<file path="config.mk">
export PLATFORM = sky130hd
export DESIGN_NAME = tcw_channel
export DESIGN_NICKNAME = d
export VERILOG_FILES = /design/src/rtl/tcw_pkg.sv /design/src/rtl/tcw_control.sv /design/src/rtl/tcw_datapath.sv /design/src/rtl/tcw_channel.sv
export SDC_FILE = /design/constraint.sdc
export NUM_CORES = 1
export LEC_CHECK = 0
export BUFFER_PORTS_ARGS = -buffer_cell sky130_fd_sc_hd__buf_2
export CORE_ASPECT_RATIO = 1.4
export CORE_UTILIZATION = 50
export CTS_CLUSTER_DIAMETER = 100
export DETAILED_ROUTE_END_ITERATION = 8
export PLACE_DENSITY = 0.68
export SLEW_MARGIN = 30
export SYNTH_ARGS = -nofsm -noshare
export SYNTH_HDL_FRONTEND = slang
export SYNTH_SLANG_ARGS = --single-unit
</file>
<file path="constraint.sdc">
create_clock -name clk -period 6.1 [get_ports clk]
set_input_delay 1.22 -clock clk [delete_from_list [all_inputs] [get_ports clk]]
set_output_delay 1.22 -clock clk [all_outputs]
set_load 0.1 [all_outputs]
</file>
<file path="src/rtl/tcw_pkg.sv">
package tcw_pkg;
  localparam int ADDR_W = 3;
  localparam int DATA_W = 32;
  localparam int CTL_W  = 3;

  localparam logic [ADDR_W-1:0] REG_RELOAD   = 3'd0;
  localparam logic [ADDR_W-1:0] REG_CTRL     = 3'd1;
  localparam logic [ADDR_W-1:0] REG_STATUS   = 3'd2;
  localparam logic [ADDR_W-1:0] REG_IRQ      = 3'd3;
  localparam logic [ADDR_W-1:0] REG_VALUE    = 3'd4;
  localparam logic [ADDR_W-1:0] REG_TIMEBASE = 3'd5;

  localparam int CTL_IRQ_BIT = 0;
  localparam int CTL_TMR_BIT = 1;
  localparam int CTL_CNT_BIT = 2;

  typedef struct packed {
    logic loadCount;
    logic decCount;
    logic wrapCount;
  } cntStrobe_t;
endpackage

</file>
<file path="src/rtl/tcw_control.sv">
module tcw_control
  import tcw_pkg::*;
#(
  parameter bit IS_TIMER = 1'b0,
  parameter int PRESCALE = 4
) (
  input  logic             clk,
  input  logic             rst,
  input  logic             ctrlWr,
  input  logic [CTL_W-1:0] wrCtrl,
  input  logic             statusRd,
  input  logic             evtIn,
  input  logic             countZero,
  output logic [CTL_W-1:0] ctrlQ,
  output logic             ovfQ,
  output logic             flagQ,
  output cntStrobe_t       strobe
);
  localparam int PSC_W = (PRESCALE > 1) ? $clog2(PRESCALE) : 1;
  localparam int EN_BIT = IS_TIMER ? CTL_TMR_BIT : CTL_CNT_BIT;
  localparam logic [PSC_W-1:0] PSC_LAST = PSC_W'(PRESCALE - 1);

  logic curEna, newEna, startLoad, tick, runTick, setEvt, zeroWr;
  logic evtQ, evtEdge, pscTick;
  logic [PSC_W-1:0] pscQ;

  assign curEna = ctrlQ[EN_BIT];
  assign newEna = wrCtrl[EN_BIT];
  assign zeroWr = ctrlWr && (wrCtrl == '0);

  // event edge detector (counter variant)
  always_ff @(posedge clk) begin
    if (rst) evtQ <= 1'b0;
    else     evtQ <= evtIn;
  end
  assign evtEdge = evtIn && !evtQ;

  // prescaler (timer variant); restarts whenever the channel is idle
  always_ff @(posedge clk) begin
    if (rst || !curEna)  pscQ <= '0;
    else if (pscTick)    pscQ <= '0;
    else                 pscQ <= pscQ + 1'b1;
  end
  assign pscTick = curEna && (pscQ == PSC_LAST);

  assign tick      = IS_TIMER ? pscTick : evtEdge;
  assign startLoad = ctrlWr && newEna && !curEna;
  assign runTick   = curEna && tick && !startLoad;

  always_comb begin
    strobe.loadCount = startLoad;
    strobe.decCount  = runTick && !countZero;
    strobe.wrapCount = runTick && countZero;
  end

  assign setEvt = strobe.wrapCount && ctrlQ[CTL_IRQ_BIT];

  always_ff @(posedge clk) begin
    if (rst) begin
      ctrlQ <= '0;
      ovfQ  <= 1'b0;
      flagQ <= 1'b0;
    end else begin
      if (ctrlWr) ctrlQ <= wrCtrl;
      if (setEvt)        ovfQ <= 1'b1;
      else if (statusRd) ovfQ <= 1'b0;
      if (setEvt)        flagQ <= 1'b1;
      else if (zeroWr)   flagQ <= 1'b0;
    end
  end

  assert_flag_needs_ena_R4: assert property (@(posedge clk) disable iff (rst)
    $rose(flagQ) |-> $past(ctrlQ[CTL_IRQ_BIT]));

  assert_ovf_clear_R6: assert property (@(posedge clk) disable iff (rst)
    (statusRd && !setEvt) |=> !ovfQ);

  assert_flag_clear_R7: assert property (@(posedge clk) disable iff (rst)
    (zeroWr && !setEvt) |=> !flagQ);

  assert_no_dual_strobe_R3: assert property (@(posedge clk) disable iff (rst)
    $countones({strobe.loadCount, strobe.decCount, strobe.wrapCount}) <= 1);
endmodule

</file>
<file path="src/rtl/tcw_datapath.sv">
module tcw_datapath
  import tcw_pkg::*;
#(
  parameter int WIDTH = 32
) (
  input  logic              clk,
  input  logic              rst,
  input  cntStrobe_t        strobe,
  input  logic              reloadWr,
  input  logic [WIDTH-1:0]  reloadData,
  input  logic              timebaseWr,
  input  logic [DATA_W-1:0] timebaseData,
  output logic [WIDTH-1:0]  reloadQ,
  output logic [WIDTH-1:0]  countQ,
  output logic [DATA_W-1:0] timebaseQ,
  output logic              countZero
);
  assign countZero = (countQ == '0);

  always_ff @(posedge clk) begin
    if (rst) begin
      reloadQ   <= '0;
      timebaseQ <= '0;
    end else begin
      if (reloadWr)   reloadQ   <= reloadData;
      if (timebaseWr) timebaseQ <= timebaseData;
    end
  end

  always_ff @(posedge clk) begin
    if (rst)                                     countQ <= '0;
    else if (strobe.loadCount || strobe.wrapCount) countQ <= reloadQ;
    else if (strobe.decCount)                    countQ <= countQ - 1'b1;
  end

  assert_start_load_R2: assert property (@(posedge clk) disable iff (rst)
    strobe.loadCount |=> (countQ == $past(reloadQ)));

  assert_dec_by_one_R3: assert property (@(posedge clk) disable iff (rst)
    strobe.decCount |=> (countQ == $past(countQ) - 1'b1));

  assert_wrap_reload_R4: assert property (@(posedge clk) disable iff (rst)
    strobe.wrapCount |=> (countQ == $past(reloadQ)));
endmodule

</file>
<file path="src/rtl/tcw_channel.sv">
module tcw_channel
  import tcw_pkg::*;
#(
  parameter int WIDTH    = 32,
  parameter bit IS_TIMER = 1'b0,
  parameter int PRESCALE = 4
) (
  input  logic              clk,
  input  logic              rst,
  input  logic              wrEn,
  input  logic              rdEn,
  input  logic [ADDR_W-1:0] addr,
  input  logic [DATA_W-1:0] wrData,
  output logic [DATA_W-1:0] rdData,
  input  logic              evtIn,
  output logic              irqOut
);
  localparam int EN_BIT = IS_TIMER ? CTL_TMR_BIT : CTL_CNT_BIT;

  cntStrobe_t       strobe;
  logic [CTL_W-1:0] ctrlQ;
  logic             ovfQ, flagQ, countZero;
  logic [WIDTH-1:0] reloadQ, countQ;
  logic [DATA_W-1:0] timebaseQ;
  logic ctrlWr, reloadWr, timebaseWr, statusRd;

  assign ctrlWr     = wrEn && (addr == REG_CTRL);
  assign reloadWr   = wrEn && (addr == REG_RELOAD);
  assign timebaseWr = wrEn && (addr == REG_TIMEBASE);
  assign statusRd   = rdEn && (addr == REG_STATUS);

  tcw_control #(.IS_TIMER(IS_TIMER), .PRESCALE(PRESCALE)) u_ctrl (
    .clk(clk), .rst(rst), .ctrlWr(ctrlWr), .wrCtrl(wrData[CTL_W-1:0]),
    .statusRd(statusRd), .evtIn(evtIn), .countZero(countZero),
    .ctrlQ(ctrlQ), .ovfQ(ovfQ), .flagQ(flagQ), .strobe(strobe)
  );

  tcw_datapath #(.WIDTH(WIDTH)) u_dp (
    .clk(clk), .rst(rst), .strobe(strobe), .reloadWr(reloadWr),
    .reloadData(wrData[WIDTH-1:0]), .timebaseWr(timebaseWr),
    .timebaseData(wrData), .reloadQ(reloadQ), .countQ(countQ),
    .timebaseQ(timebaseQ), .countZero(countZero)
  );

  always_comb begin
    case (addr)
      REG_RELOAD:   rdData = DATA_W'(reloadQ);
      REG_CTRL:     rdData = DATA_W'(ctrlQ);
      REG_STATUS:   rdData = DATA_W'(ovfQ);
      REG_IRQ:      rdData = DATA_W'(flagQ);
      REG_VALUE:    rdData = DATA_W'(countQ);
      REG_TIMEBASE: rdData = timebaseQ;
      default:      rdData = '0;
    endcase
  end

  assign irqOut = flagQ;

  assert_idle_hold_R3: assert property (@(posedge clk) disable iff (rst)
    (!ctrlQ[EN_BIT] && !ctrlWr) |=> $stable(countQ));
endmodule

</file>
==> flow_summary.ini <==
[run_status]
status = complete, no violations

[detailed_routing]
avgViaCountPerCell = 6.02
firstDrtPassIters = 6
drtAntennaViolNets = 0
drc = 0
routed_wl_um = 14600
drt-initial-drc-count = 365
post_drt_wl_per_cell_um = 17.0
vias = 5180

[timing]
rsz0062_at_grt = false
worst_slew_pin_slew_ps = 944
setup_violations = 0
setup_tns_ps = 0
drv_slew = 0
fin_skew_ps = 6.35
fin_crit_ps = 4600
timing.final.crit_share = 0.754
hold_viol_final = 0
fin_ws_ps = 1500
slew_headroom = 0.370
fmax_ghz = 0.217
worst_hold_slack_ps = 454

[global_route]
grt_max_degree = 100
grt_antenna_before_repair = 0
grt_pass1_wl_um = 23100
grt-ovfl-total = 0
grt_usage = 0.270
grt_pass1_vias = 4514

[floorplan]
die_h_um = 124
rows = 44
core_area_sq_mm = 0.0103
dieArea_sq_mm = 0.0111
die_w_um = 89.2
ioPinCount = 73
floorplan.initialDensity = 0.514

[power]
p_per_area_mw_per_mm2 = 253
worst_ir_drop_vdd_uv = 165
leakage_nw = 2.29
p_sw_mw = 0.411
clkPwrFrac = 0.390
power_mw = 1.51
combPwrFrac = 0.149
internal_power_mw = 1.10
seq_power_share = 0.461
p_sw_frac = 0.272

[logic_synthesis]
ys_seq_area_frac = 0.384
synth_ff_type = dfxtp_1
yosys.area.top_type = dfxtp_1
synthCells = 687
synth.lib_cells_used.distinct = 60
synth_area_leaders = dfxtp_1, nand2_1, a21oi_1
yosysMostFrequentCell = nand2_1
syn_area_per_cell_sq_um = 7.74
synth_top_area_frac = 0.384
ys_warn_count = 0
syn-num-nets = 728
syn_area_sq_mm = 0.00532
synth_edf_count = 0
ys_async_sr_fraction = 0
synth_seq_cells = 102
synth_common_cells = nand2_1, dfxtp_1, a21oi_1

[clock_network]
clkTransAtPathRegs_ps = 70
root_buffer = clkbuf_16
cts_resized = 0
cts_hold_buf = 0
clock_path_buffers = 2
cts_setup_buffers = 0
cts_sinks = 102
cts_buffers = 9
cts_htree_levels = 3
insertion_delay_ps = 350
cts_tree = done

[placed_design]
place_ws_ps = 1490
place_congestion = 0.895
place.port_buffers = 72
dp_hpwl_um = 9560

[critical_path]
arrival_ps = 3380
critPathRequiredTime_ps = 4880
cp-start-kind = input pin
path_max_fanout = 40
worstSetupEndpointType = output port
critPathKind = in2out

[layout]
multi_input_area_sq_mm = 0.00302
antenna_cells = 0
final_util = 0.578
syn_to_final_growth_pct = 12.4
layout.area.seq_sq_mm = 0.00204
drive_gt1_frac = 0.191
fill_cells = 1043
nets = 759

[min_path]
worst_hold_path_type = reg2reg

[job]
drv_cap = 0
## power by group through the flow
stage | clock, mW | sequential (mW) | combinational [mW]
6_report | 0.590 | 0.698 | 0.225
4_1_cts | 0.596 | 0.698 | 0.223
2_1_floorplan | 0 | 0.707 | 0.177
3_5_place_dp | 0 | 0.713 | 0.221
3_3_place_gp | 0 | 0.712 | 0.216
5_1_grt | 0.621 | 0.700 | 0.245
## through the flow
| stage | cells | instance area, sq um |
|---|---|---|
| 6_report | 861 | 5980 |
| 5_1_grt | 861 | 5980 |
| 4_1_cts | 861 | 5980 |
| 3_5_place_dp | 845 | 5670 |
| 3_3_place_gp | 845 | 5670 |
| 2_1_floorplan | 687 | 5320 |
## worst max-delay path: stages
cell,delay (ps)
buf_2,360
nor2_2,650
buf_4,380
a22oi_1,130
o22ai_1,150
buf_2,460
## cell type report
class                      count  area share
clock inverter                 4     0.00753
timing repair buffer          81      0.0722
inverter                       3     0.00188
sequential                   102       0.341
tap                          138      0.0289
multi-input combinational    521       0.505
clock buffer                  12      0.0429
## worst paths after layout
kind                                        start  cells after the start                         endpoint  slack (ps)
setup reg to reg      u_dp.countQ[0]$_SDFFE_PP0P_                      8     u_dp.countQ[21]$_SDFFE_PP0P_        2640
hold / removal    u_dp.timebaseQ[24]$_SDFFE_PP0P_                      2  u_dp.timebaseQ[24]$_SDFFE_PP0P_         450
hold reg to reg   u_dp.timebaseQ[24]$_SDFFE_PP0P_                      2  u_dp.timebaseQ[24]$_SDFFE_PP0P_         450
setup / recovery                          addr[0]                      6                        rdData[0]        1500
## flip-flops by register name (all words and copies together) (netlist names)
signal	cells
u_dp.timebaseQ	32
u_dp.countQ	32
u_ctrl.ctrlQ	3
u_ctrl.ovfQ	1
u_ctrl.flagQ	1
u_ctrl.evtQ	1
u_dp.reloadQ	32
## layer usage
layer,up-vias,track usage,wire length [um]
met3,15,0.0464,632
met2,146,0.455,7260
li1,2528,-,-
met1,2491,0.351,6530
met4,0,0.0784,168
met5,-,0,0
## layout by cell type (no fill, tap or decap), drive strengths merged, types with 2 or more instances in the layout
master and instances:
a2111oi 3, a21oi 80, a22oi 34, a31oi 13, a32oi 3, and2 3, buf 81, clkbuf 12
clkinv 3, dfxtp 102, inv 3, mux2 30, mux2i 5, mux4 2, nand2 164, nand3 7
nand3b 3, nand4 3, nand4b 2, nor2 48, nor2b 6, nor3 10, nor4 10, o211ai 4
o21ai 8, o221ai 3, o22ai 3, o311a 2, o311ai 3, o31ai 4, or2 4, or3 15
or4 22, xnor2 6
## cell families (layout without fill, tap and decap cells)
group / count (synthesis) / in the layout / synth area share
AOI/OAI and AO/OA: 173 / 173 / 0.206
xor gates and xnor gates: 7 / 7 / 0.0115
adders and majority gates: 1 / 1 / 0.00235
buffers and inverters: 64 / 100 / 0.0499
DFF: 102 / 102 / 0.384
muxes: 37 / 37 / 0.0821
and+or+nand+nor: 303 / 303 / 0.264
No activity file was read; power rests on OpenSTA's default activity.
